[config.mk]
export PLATFORM = sky130hd
export DESIGN_NAME = dotmac_engine
export DESIGN_NICKNAME = d
export VERILOG_FILES = /design/src/rtl/dotmac_pkg.sv /design/src/rtl/dotmac_ptr.sv /design/src/rtl/dotmac_ctrl.sv /design/src/rtl/dotmac_datapath.sv /design/src/rtl/dotmac_engine.sv
export SDC_FILE = /design/constraint.sdc
export NUM_CORES = 1
export LEC_CHECK = 0
export CAP_MARGIN = 20
export CORE_MARGIN = 2
export CORE_UTILIZATION = 49
export CTS_CLUSTER_SIZE = 40
export DETAILED_ROUTE_END_ITERATION = 7
export GPL_TIMING_DRIVEN = 0
export PLACE_DENSITY = 0.68
export RECOVER_POWER = 25
export SYNTH_ARGS = -nofsm -noshare
export SYNTH_HDL_FRONTEND = slang
export SYNTH_SLANG_ARGS = --single-unit
[constraint.sdc]
create_clock -name clk -period 10.2 [get_ports clk]
set_clock_uncertainty 0.1 [all_clocks]
set_input_delay 2.04 -clock clk [delete_from_list [all_inputs] [get_ports clk]]
set_output_delay 2.04 -clock clk [all_outputs]
set_load 0.05 [all_outputs]
[src/rtl/dotmac_pkg.sv]
package dotmac_pkg;
  typedef enum logic [2:0] {
    ST_IDLE,
    ST_FETCH,
    ST_PRELOAD,
    ST_LOOP,
    ST_DRAIN
  } mac_state_e;
endpackage

[src/rtl/dotmac_ptr.sv]
module dotmac_ptr #(
  parameter int AW = 8
) (
  input  logic          clk,
  input  logic          rst_n,
  input  logic          load,
  input  logic [AW-1:0] base,
  input  logic          step,
  output logic [AW-1:0] addr
);
  localparam logic [AW-1:0] INC = AW'(1);

  logic [AW-1:0] addr_q;

  always_ff @(posedge clk) begin
    if (!rst_n)    addr_q <= '0;
    else if (load) addr_q <= base;
    else if (step) addr_q <= addr_q + INC;
  end

  assign addr = addr_q;
endmodule

[src/rtl/dotmac_ctrl.sv]
module dotmac_ctrl
  import dotmac_pkg::*;
#(
  parameter int LW = 8
) (
  input  logic          clk,
  input  logic          rst_n,
  input  logic          start,
  input  logic [LW-1:0] length,
  output mac_state_e    state,
  output logic          ptr_load,
  output logic          rd_en,
  output logic          ld_feed,
  output logic          mul_en,
  output logic          acc_clr,
  output logic          acc_add,
  output logic          done
);
  localparam logic [LW-1:0] ONE = LW'(1);

  mac_state_e    state_q;
  logic [LW-1:0] fetch_left;
  logic [LW-1:0] loop_left;
  logic          done_q;

  always_comb begin
    ptr_load = (state_q == ST_IDLE) && start;
    rd_en    = ((state_q == ST_FETCH) || (state_q == ST_PRELOAD) ||
                (state_q == ST_LOOP)) && (fetch_left != '0);
    ld_feed  = (state_q == ST_PRELOAD) ||
               ((state_q == ST_LOOP) && (loop_left > ONE));
    mul_en   = (state_q == ST_LOOP);
    acc_clr  = (state_q == ST_PRELOAD) || (ptr_load && (length == '0));
    acc_add  = (state_q == ST_LOOP) || (state_q == ST_DRAIN);
  end

  always_ff @(posedge clk) begin
    if (!rst_n) begin
      state_q    <= ST_IDLE;
      fetch_left <= '0;
      loop_left  <= '0;
      done_q     <= 1'b0;
    end else begin
      done_q <= 1'b0;
      if (rd_en) fetch_left <= fetch_left - ONE;
      case (state_q)
        ST_IDLE: begin
          if (start) begin
            fetch_left <= length;
            loop_left  <= length;
            if (length == '0) done_q  <= 1'b1;
            else              state_q <= ST_FETCH;
          end
        end
        ST_FETCH:   state_q <= ST_PRELOAD;
        ST_PRELOAD: state_q <= ST_LOOP;
        ST_LOOP: begin
          loop_left <= loop_left - ONE;
          if (loop_left == ONE) state_q <= ST_DRAIN;
        end
        ST_DRAIN: begin
          done_q  <= 1'b1;
          state_q <= ST_IDLE;
        end
        default: state_q <= ST_IDLE;
      endcase
    end
  end

  assign state = state_q;
  assign done  = done_q;

  AST_DONE_ONE_CYCLE: assert property (@(posedge clk) disable iff (!rst_n)
    done_q |=> !done_q);

  AST_LOOP_ENTRY: assert property (@(posedge clk) disable iff (!rst_n)
    (state_q == ST_LOOP && loop_left == ONE) |=> state_q == ST_DRAIN);
endmodule

[src/rtl/dotmac_datapath.sv]
module dotmac_datapath #(
  parameter int DW   = 16,
  parameter int ACCW = 40
) (
  input  logic                   clk,
  input  logic                   rst_n,
  input  logic                   ld_feed,
  input  logic signed [DW-1:0]   x_rdata,
  input  logic signed [DW-1:0]   y_rdata,
  input  logic                   mul_en,
  input  logic                   acc_clr,
  input  logic                   acc_add,
  output logic signed [ACCW-1:0] acc
);
  localparam int PW  = 2 * DW;
  localparam int EXT = ACCW - PW;

  logic signed [DW-1:0]   x_q, y_q;
  logic signed [PW-1:0]   prod_c, prod_q;
  logic signed [ACCW-1:0] prod_ext, acc_q;

  assign prod_c   = PW'(x_q) * PW'(y_q);
  assign prod_ext = {{EXT{prod_q[PW-1]}}, prod_q};

  always_ff @(posedge clk) begin
    if (!rst_n) begin
      x_q <= '0;
      y_q <= '0;
    end else if (ld_feed) begin
      x_q <= x_rdata;
      y_q <= y_rdata;
    end
  end

  always_ff @(posedge clk) begin
    if (!rst_n || acc_clr) prod_q <= '0;
    else if (mul_en)       prod_q <= prod_c;
  end

  always_ff @(posedge clk) begin
    if (!rst_n || acc_clr) acc_q <= '0;
    else if (acc_add)      acc_q <= acc_q + prod_ext;
  end

  assign acc = acc_q;

  AST_CLEAR_ZERO: assert property (@(posedge clk) disable iff (!rst_n)
    acc_clr |=> (acc_q == '0));
endmodule

[src/rtl/dotmac_engine.sv]
module dotmac_engine
  import dotmac_pkg::*;
#(
  parameter int DW   = 16,
  parameter int AW   = 8,
  parameter int LW   = 8,
  parameter int ACCW = 40
) (
  input  logic                   clk,
  input  logic                   rst_n,
  input  logic                   start,
  input  logic [AW-1:0]          base_x,
  input  logic [AW-1:0]          base_y,
  input  logic [LW-1:0]          length,
  output logic                   x_rd_en,
  output logic [AW-1:0]          x_addr,
  input  logic signed [DW-1:0]   x_rdata,
  output logic                   y_rd_en,
  output logic [AW-1:0]          y_addr,
  input  logic signed [DW-1:0]   y_rdata,
  output logic                   done,
  output logic signed [ACCW-1:0] result
);
  localparam logic [AW-1:0] INC = AW'(1);

  mac_state_e state;
  logic ptr_load, rd_en, ld_feed, mul_en, acc_clr, acc_add;

  dotmac_ctrl #(.LW(LW)) u_ctrl (
    .clk(clk), .rst_n(rst_n), .start(start), .length(length),
    .state(state), .ptr_load(ptr_load), .rd_en(rd_en), .ld_feed(ld_feed),
    .mul_en(mul_en), .acc_clr(acc_clr), .acc_add(acc_add), .done(done)
  );

  dotmac_ptr #(.AW(AW)) u_ptr_x (
    .clk(clk), .rst_n(rst_n), .load(ptr_load), .base(base_x),
    .step(rd_en), .addr(x_addr)
  );

  dotmac_ptr #(.AW(AW)) u_ptr_y (
    .clk(clk), .rst_n(rst_n), .load(ptr_load), .base(base_y),
    .step(rd_en), .addr(y_addr)
  );

  dotmac_datapath #(.DW(DW), .ACCW(ACCW)) u_dp (
    .clk(clk), .rst_n(rst_n), .ld_feed(ld_feed),
    .x_rdata(x_rdata), .y_rdata(y_rdata), .mul_en(mul_en),
    .acc_clr(acc_clr), .acc_add(acc_add), .acc(result)
  );

  assign x_rd_en = rd_en;
  assign y_rd_en = rd_en;

  logic [LW:0]   rd_seen;
  logic [LW-1:0] len_lat;

  always_ff @(posedge clk) begin
    if (!rst_n) begin
      rd_seen <= '0;
      len_lat <= '0;
    end else if (ptr_load) begin
      rd_seen <= '0;
      len_lat <= length;
    end else if (x_rd_en) begin
      rd_seen <= rd_seen + 1'b1;
    end
  end

  AST_ADDR_STEP: assert property (@(posedge clk) disable iff (!rst_n)
    (x_rd_en && $past(x_rd_en)) |-> (x_addr == $past(x_addr) + INC));

  AST_READ_BOUND: assert property (@(posedge clk) disable iff (!rst_n)
    rd_seen <= {1'b0, len_lat});

  AST_RESULT_HOLD: assert property (@(posedge clk) disable iff (!rst_n)
    (state == ST_IDLE && !start) |=> $stable(result));

  AST_BUSY_IGNORE: assert property (@(posedge clk) disable iff (!rst_n)
    (state != ST_IDLE && start) |=> (state != ST_FETCH));
endmodule

Word-level counts from Yosys, hierarchy flattened
Cells that the tools add are included.

operators by class
  $lt $le $gt $ge = 1
  equal/unequal tests = 8
  muxes and demuxes = 16
  reductions and logical operators = 18
  shifts and indexed selects = 0
  $add $sub $neg = 5
  bitwise operators = 0
  div/mod/pow operators = 0
  multiply operators = 1

operators by type and width
  cell                                                                    number
  8-bit two-way mux                                                       8
  40-bit by 32-bit adder with 40-bit output                               1
  16-bit by 16-bit multiplier with 32-bit output                          1
  8-bit by 1-bit adder with 8-bit output (second input constant)          2
  8-bit case mux with 2 select lines                                      1
  8-bit by 1-bit subtractor with 8-bit output (second input constant)     2
  3-bit case mux with 4 select lines                                      1
  3-bit two-way mux                                                       3
  8-bit by 1-bit equality test with 1-bit output (second input constant)  1
  8-bit by 1-bit > comparator with 1-bit output (second input constant)   1
  8-bit logical NOT                                                       1
  8-bit nonzero test                                                      1
  3-bit by 2-bit equality test with 1-bit output (second input constant)  2
  1-bit logical OR                                                        6
  1-bit logical AND                                                       4
  2-bit != test (second input constant)                                   2
  2-bit nonzero test                                                      2
  3-bit by 1-bit equality test with 1-bit output (second input constant)  1
  3-bit equality test (second input constant)                             1
  3-bit logical NOT                                                       1
  3-bit AND reduction                                                     1
  1-bit two-way mux                                                       2
  2-bit by 1-bit != test with 1-bit output (second input constant)        1
  1-bit case mux with 2 select lines                                      1
  2 further kinds                                                         2

word-level totals
  word-level logic and storage cells = 59
  RAM bits = 0
  ROM bits = 0
  bits in registers = 140
  memories kept = 0
  output and inout port bits = 59
  input bits = 59
  latch bits = 0

Longest topological paths before layout
Gate-level depths: netlist (run 1).

  depth after elaboration = 7
  mapped depth = 25
  gate-level depth less buffers = 23

Modules after synthesis
A second synthesis (run 1) with hierarchy kept.

unflattened totals
  cells, all modules = 1933
  area total of the unflattened synthesis = 17509.3 µm²

modules (own cells, without submodules)
  module           instances  cells an instance  area each (µm²)  seq. area each (µm²)
  dotmac_datapath  1          1679               15368.5          2082.0
  dotmac_ctrl      1          143                1209.9           400.4
  dotmac_ptr       2          55                 461.7            160.2
  dotmac_engine    1          1                  7.5              0.0

Worst setup path after synthesis (run 1)
No wires, ideal clock.

  path type = register to register
  from = register u_dp.x_q[11]
  to = register u_dp.prod_q[21]
  setup time = 0.133 ns
  cell stages (with the launch flop) = 23
  path buffers = 1
  arrival time = 5.976 ns
  data required time = 9.967 ns
  clock period less this slack = 6.208 ns
  slack = 3.992 ns
  cells stage by stage = dfxtp_1 > clkbuf_1 > nand2_1 > fa_1 > fa_1 > fa_1 > inv_1 > fa_1 > fa_1 > inv_1 > fa_1 > inv_1 > ha_1 > a21o_1 > a21o_1 > a2111oi_2 > a2bb2oi_1 > a21oi_1 > o21a_1 > o21a_1 > or3_1 > nand3_1 > a21oi_1

on the way
  longest elaborated chain between the ends = 1

RTL lines
  item                                            RTL line               text
  from (decl)                                     dotmac_datapath.sv:18  logic signed [DW-1:0] x_q, y_q;
  from (signal assigned)                          dotmac_datapath.sv:30  x_q <= x_rdata;
  16-bit by 16-bit multiplier with 32-bit output  dotmac_datapath.sv:22  assign prod_c = PW'(x_q) * PW'(y_q);
  to (signal assigned)                            dotmac_datapath.sv:37  else if (mul_en) prod_q <= prod_c;
  to (decl)                                       dotmac_datapath.sv:19  logic signed [PW-1:0] prod_c, prod_q;

No other way between the ends.
A chain may end at the register's enable or synchronous reset.

Worst setup path in the final report (run 1)
  from = register u_dp.y_q[5]
  to = register u_dp.prod_q[31]

on the way
  longest elaborated chain between the ends = 1

RTL lines
  item                                            RTL line               text
  from (decl)                                     dotmac_datapath.sv:18
  from (signal assigned)                          dotmac_datapath.sv:31  y_q <= y_rdata;
  16-bit by 16-bit multiplier with 32-bit output  dotmac_datapath.sv:22

No other way between the ends.

==> reports/qor.csv, run 1 <==
metric;value;unit
area_grow_syn2layout;13.6;%
num_vias;14500;
avgSynthCellArea;8.51;um^2
synth_flop_cell;sky130_fd_sc_hd__dfxtp_1;
worst_skew_pair.late_latency;0.46;ns
startpoint_type;flip-flop;
n_antenna_cell;0;
core.rowCount;68;
routed_wirelength;47.1;mm
r2r-end;u_dp.prod_q[31];
ys.warnings.count;0;
i_o_pins;118;
critPathCapture;u_dp.prod_q[31];
synth_area_leaders;sky130_fd_sc_hd__fa_1 (30%), sky130_fd_sc_hd__dfxtp_1 (16%), sky130_fd_sc_hd__ha_1 (9.2%);
post_cts_setup_inserts;0;
hp-class;reg -> reg;
clock_sinks;140;
report.final.slew_viol_count;0;
globalRoute.totalOverflow;0;
crit_arrival;7.42;ns
grt_pass1_wl;76.0;mm
drv_cap;0;
timing.final.crit_share;0.707;
mappedNetlistArea;0.0174;mm^2
fin_nets;2624;
clock_path_buffers;2;
hold_violations;0;
detailedPlacementHpwl;38.5;mm
timing.setup.tns;0;ns
wire_per_inst;17.8;um
dr_vias_cell;5.49;
detail_route.iter0.violations;882;
cts-resized-gates;0;
maxSlewHeadroom;0.365;
post_synth_num_cell_types;76;
ant_nets_after_route;0;
power.static_leakage;9.15;nW
leading_cell_type_in_the_layout_fill_and_taps_excluded;sky130_fd_sc_hd__nand2_1;
cp.required;10.41;ns
largest_net_degree_at_the_start_of_global_routing;17;
final_cell_mix;sky130_fd_sc_hd__nand2_1 (319), sky130_fd_sc_hd__inv_1 (310), sky130_fd_sc_hd__fa_1 (263);
worst_setup_path_end_kind;flip-flop;
final-setup-viol-count;0;
ys_seq_area_frac;0.162;
ratio_of_cells_with_drive_above_1_in_the_final_layout;0.0320;
die_area;0.0369;mm^2
synth_largest_area_cell;sky130_fd_sc_hd__fa_1;
antenna_found_initial;0;
power.total;1.88;mW
synth_enable_flop_cells;0;
yosysTopAreaCellShare;0.303;
floorplan.core_area;0.0347;mm^2
vias_in_the_first_global_route;14500;
path_clk_slew;0.08;ns
achievable-frequency;139;MHz
maximum_fanout_encountered_on_the_critical_timing_path;10;
syn-instance-count;2040;
drt_pass1_iterations;7;
portBuffers;116;
critPathKind;reg -> reg;
numCtsBuffers;17;
cts_tree;yes;
synth_async_sr_flop_share;0;
die_width;192;um
instances_no_fill;2643;
unrepaired_setup_endpoints_after_global_routing;false;
holdBufCountCts;0;
reg2reg_slack;2.99;ns
synth_seq_cells;140;
place.gp.congestion;0.941;
ctsHtreeMaxLevel;4;
ir_worst_vdd;0.143;mV
globalRouteTotalUtil;0.267;
synth_fp_nets;2489;
holdWs;0.365;ns
number_of_cells_in_the_design_after_placement;2611;
drc;0;
worstMarginPinSlew;0.950;ns
die_y;192;um
r2r.worst_path.cells;23;
crit_start;u_dp.y_q[5];
cts.root.buffer_cell;sky130_fd_sc_hd__clkbuf_16;
status;finished clean;
final_critical_delay_including_setup_and_external_delays;7.21;ns
launch_point_of_the_worst_reg_to_reg_path;u_dp.y_q[5];
effective_utilization_at_floorplan;0.500;
pwr_density_cell;95.5;mW/mm^2
[Yosys cell counts, types with 13 or more instances]
cell and instances:
sky130_fd_sc_hd__fa_1 263, sky130_fd_sc_hd__and2_1 133, sky130_fd_sc_hd__a21oi_1 157, sky130_fd_sc_hd__a21o_1 26, sky130_fd_sc_hd__inv_1 310, sky130_fd_sc_hd__xor2_1 24, sky130_fd_sc_hd__a211oi_1 30, sky130_fd_sc_hd__nand2_1 319
sky130_fd_sc_hd__dfxtp_1 140, sky130_fd_sc_hd__o21ai_0 49, sky130_fd_sc_hd__nand2b_1 16, sky130_fd_sc_hd__nand3_1 37, sky130_fd_sc_hd__clkbuf_1 71, sky130_fd_sc_hd__o21a_1 13, sky130_fd_sc_hd__nor3_1 19, sky130_fd_sc_hd__nor2_1 76
sky130_fd_sc_hd__xnor2_1 43, sky130_fd_sc_hd__ha_1 127
[cell type report]
| class | count | area, um^2 |
|---|---|---|
| fillers | 3259 | 15000 |
| multi-input cells | 1501 | 13000 |
| flip-flops and latches | 140 | 2800 |
| inverters | 311 | 1170 |
| repair buffers | 116 | 1160 |
| well taps | 455 | 569 |
| clock buffers | 17 | 425 |
| plain buffers | 88 | 340 |
| clock inverters | 15 | 200 |
[registers in the layout (all words and copies together), names as in the netlist]
name	flops
u_ctrl.done	1
u_ctrl.fetch_left	8
u_ctrl.loop_left	8
u_ctrl.state	3
u_dp.acc	40
u_dp.prod_q	32
u_dp.x_q	16
u_dp.y_q	16
u_ptr_x.addr	8
u_ptr_y.addr	8
[power by group]
group / switching (mW) / leakage (nW) / total [mW] / internal (mW)
combinational: 0.349 / 7.70 / 0.552 / 0.203
clock: 0.299 / 0.307 / 0.695 / 0.396
sequential: 0.0548 / 1.14 / 0.636 / 0.581
[kinds of logic after synthesis]
family,share of synthesized area
buf+inv,0.0869
mux,0.00115
fa+ha+maj,0.395
flops,0.162
compound gates,0.135
simple gates,0.187
xor+xnor,0.0338
[worst min path at each step]
stage | startpoint | to | slack [ns] | cells past startpoint
global placement | u_dp.prod_q[0] | u_dp.prod_q[0] | 0.35 | 2
CTS | u_dp.prod_q[4] | u_dp.prod_q[4] | 0.37 | 2
floorplan | u_dp.prod_q[22] | u_dp.prod_q[22] | 0.34 | 2
detailed placement | u_dp.prod_q[4] | u_dp.prod_q[4] | 0.36 | 2
global route | u_dp.prod_q[6] | u_dp.prod_q[6] | 0.39 | 2
finish | u_dp.prod_q[22] | u_dp.prod_q[22] | 0.36 | 2
[layer usage]
layer  global-route usage  part of all wire  up-vias
met1                0.359              0.43     7155
met2                0.437              0.48      435
met3               0.0444             0.059       91
met4               0.0948             0.033        0
li1                     -                 -     6819
met5                    0                 0        -
[worst max-delay path, cell delays in order (launching register included)]
cell and delay [ns]:
sky130_fd_sc_hd__dfxtp_1 0.57, sky130_fd_sc_hd__clkbuf_1 0.58, sky130_fd_sc_hd__and2_1 0.25, sky130_fd_sc_hd__fa_1 0.42, sky130_fd_sc_hd__inv_1 0.08, sky130_fd_sc_hd__fa_1 0.44
sky130_fd_sc_hd__fa_1 0.52, sky130_fd_sc_hd__inv_1 0.06, sky130_fd_sc_hd__fa_1 0.48, sky130_fd_sc_hd__fa_1 0.48, sky130_fd_sc_hd__inv_1 0.05, sky130_fd_sc_hd__fa_1 0.49
sky130_fd_sc_hd__inv_1 0.06, sky130_fd_sc_hd__ha_1 0.33, sky130_fd_sc_hd__a21o_1 0.17, sky130_fd_sc_hd__a21o_1 0.18, sky130_fd_sc_hd__a2111oi_2 0.34, sky130_fd_sc_hd__a2bb2oi_1 0.28
sky130_fd_sc_hd__a21oi_1 0.18, sky130_fd_sc_hd__o21bai_1 0.30, sky130_fd_sc_hd__a31oi_1 0.17, sky130_fd_sc_hd__a21o_1 0.20, sky130_fd_sc_hd__o41ai_1 0.24, sky130_fd_sc_hd__a41oi_1 0.07
[stage by stage]
stage / setup WS, ns / area, um^2 / util
4_1_cts: 3.07 / 19700 / 0.568
5_1_grt: 2.70 / 19700 / 0.568
3_3_place_gp: 3.21 / 19100 / 0.550
6_report: 2.99 / 19700 / 0.568
2_1_floorplan: 3.99 / 17400 / -
3_5_place_dp: 3.10 / 19100 / 0.550
Note: power is estimated with default switching activity, not from simulation.
==> inputs of run 2 (changes only) <==
--- a/config.mk
+++ b/config.mk
@@ -11,7 +11,7 @@
 export CTS_CLUSTER_SIZE = 40
 export DETAILED_ROUTE_END_ITERATION = 7
 export GPL_TIMING_DRIVEN = 0
-export PLACE_DENSITY = 0.68
+export PLACE_DENSITY = 0.71
 export RECOVER_POWER = 25
 export SYNTH_ARGS = -nofsm -noshare
 export SYNTH_HDL_FRONTEND = slang
==> constraint.sdc (replaced) <==
create_clock -name clk -period 6.19 [get_ports clk]
set_clock_uncertainty 0.1 [all_clocks]
set_input_delay 1.238 -clock clk [delete_from_list [all_inputs] [get_ports clk]]
set_output_delay 1.238 -clock clk [all_outputs]
set_load 0.05 [all_outputs]
==> run 2 against run 1 <==
The flow now finishes with violations (capacitance limit, slew limit, setup timing). Total power up 64%. Die area unchanged. Flip-flop and latch count unchanged. Via count up 2.3%. Design area up 4.5%. Clock power up 53%. Worst setup slack worse by 3.0 ns. Utilization up 2.5 points. Global-route usage up 0.42 points. Combinational power up 80%. Hold slack better by 0.0025 ns. Count of clock-buffer cells in the layout up 3. Critical endpoint is now u_dp.prod_q[21].
==> reports/qor.csv, run 2 (synthesis gave the netlist of run 1 again) <==
metric;value;unit
status;finished, violations left;
violations;capacitance limit, slew limit, setup timing;
worst_setup_path_end_kind;flip-flop;
power.static_leakage;9.48;nW
holdWs;0.367;ns
timing.setup.tns;-0.00877;ns
core.rowCount;68;
routed_wirelength;48.4;mm
report.final.slew_viol_count;9;
numCtsBuffers;17;
hp-class;reg -> reg;
finalWorstSetupSlack;-0.00877;ns
crit_arrival;6.40;ns
path_clk_slew;0.07;ns
achievable-frequency;161;MHz
antenna_found_initial;0;
die_area;0.0369;mm^2
launch_point_of_the_worst_reg_to_reg_path;u_dp.y_q[4];
timing.final.crit_share;1.00;
portBuffers;116;
leading_cell_type_in_the_layout_fill_and_taps_excluded;sky130_fd_sc_hd__nand2_1;
largest_net_degree_at_the_start_of_global_routing;18;
dpl_worst_slack;-0.989;ns
detail_route.iter0.violations;901;
wire_per_inst;18.1;um
n_antenna_cell;0;
dr_vias_cell;5.54;
instances_no_fill;2677;
ir_worst_vdd;0.208;mV
power_frac_seq;0.336;
ctsHtreeMaxLevel;4;
die_width;192;um
final_cell_mix;sky130_fd_sc_hd__nand2_1 (317), sky130_fd_sc_hd__inv_1 (306), sky130_fd_sc_hd__fa_1 (257);
number_of_cells_in_the_design_after_placement;2611;
vias_in_the_first_global_route;14800;
worstMarginPinSlew;1.67;ns
startpoint_type;flip-flop;
globalRoute.totalOverflow;0;
i_o_pins;118;
floorplan.core_area;0.0347;mm^2
worst_skew_pair.late_latency;0.44;ns
final-setup-viol-count;1;
place.gp.congestion;0.940;
pwr-share-comb;0.322;
hold_violations;0;
critPathKind;reg -> reg;
cp.required;6.39;ns
final_core_util;0.593;
drc;0;
largest_register_ffs;40;
intPower;1.93;mW
ratio_of_cells_with_drive_above_1_in_the_final_layout;0.0950;
globalRouteTotalUtil;0.272;
drt_pass1_iterations;5;
holdBufCountCts;0;
sw_frac_of_total;0.374;
pwr_density_cell;150;mW/mm^2
grt_pass1_wl;77.8;mm
die_y;192;um
detailedPlacementHpwl;38.5;mm
maxSlewHeadroom;-0.128;
crit_start;u_dp.y_q[4];
share_clk_of_total_power;0.341;
clock_sinks;140;
num_vias;14800;
cts_tree;yes;
unrepaired_setup_endpoints_after_global_routing;true;
area_grow_syn2layout;18.7;%
maximum_fanout_encountered_on_the_critical_timing_path;7;
fin_nets;2658;
ant_nets_after_route;0;
netSwitchingPower;1.16;mW
effective_utilization_at_floorplan;0.500;
drv_cap;1;
final_critical_delay_including_setup_and_external_delays;6.20;ns
hold_start;u_dp.prod_q[28];
cts.root.buffer_cell;sky130_fd_sc_hd__clkbuf_16;
clock_path_buffers;2;
## run 2: critical path, stage by stage, from the launching register on
cell	delay, ns
sky130_fd_sc_hd__dfxtp_4	0.36
sky130_fd_sc_hd__clkbuf_16	0.16
sky130_fd_sc_hd__and2_4	0.16
sky130_fd_sc_hd__fa_1	0.53
sky130_fd_sc_hd__inv_1	0.05
sky130_fd_sc_hd__fa_2	0.54
sky130_fd_sc_hd__fa_2	0.44
sky130_fd_sc_hd__fa_1	0.50
sky130_fd_sc_hd__inv_2	0.04
sky130_fd_sc_hd__fa_1	0.59
sky130_fd_sc_hd__fa_2	0.46
sky130_fd_sc_hd__ha_4	0.18
sky130_fd_sc_hd__a21o_1	0.16
sky130_fd_sc_hd__a21o_1	0.19
sky130_fd_sc_hd__a2111oi_4	0.36
sky130_fd_sc_hd__a2bb2oi_2	0.27
sky130_fd_sc_hd__a21oi_4	0.13
sky130_fd_sc_hd__o21a_1	0.20
sky130_fd_sc_hd__o21a_1	0.18
sky130_fd_sc_hd__or3_1	0.30
sky130_fd_sc_hd__nand3_1	0.09
sky130_fd_sc_hd__a21oi_1	0.06
## run 2: power by group through the flow
stage,combinational [mW],clock [mW],sequential [mW]
after floorplan,0.565,0,1.09
after global placement,0.888,0,1.06
after detailed placement,0.908,0,1.06
after CTS,0.966,1.06,1.04
after global routing,1.10,1.11,1.05
final,0.995,1.06,1.04
## run 2: layer usage
metal / GRT usage / routed length [um] / vias up
met4: 0.0711 / 1320 / 0
li1: - / - / 6906
met5: 0 / 0 / -
met2: 0.452 / 23300 / 475
met1: 0.370 / 20900 / 7359
met3: 0.0426 / 2890 / 93
## run 2: path summary, 6_finish.rpt
check / to / slack [ns] / cells after the start
min reg2reg: u_dp.prod_q[28] / 0.37 / 2
min: u_dp.prod_q[28] / 0.37 / 2
max: u_dp.prod_q[21] / -0.009 / 21
max reg2reg: u_dp.prod_q[21] / -0.009 / 21
## run 2: cell type report
cell class / count / area, um^2
fill: 3087 / 14100
multi-input combinational: 1501 / 13300
sequential: 140 / 2900
timing repair buffer: 154 / 1470
inverter: 311 / 1170
buffer: 84 / 588
tap: 455 / 569
clock buffer: 20 / 457
clock inverter: 12 / 123
## run 2: repair_timing
item,4_1_cts,5_1_grt
pin swaps,20,32
buffers inserted,22,17
endpoints found under the setup margin,17,15
endpoints found under the hold margin,0,0
gates resized for setup,145,53
## run 2: through the flow
stage	total power, mW	area (um^2)
detailed placement	1.97	19100
floorplan	1.65	17400
finish	3.09	20600
CTS	3.07	20300
global route	3.25	20600
global placement	1.95	19100
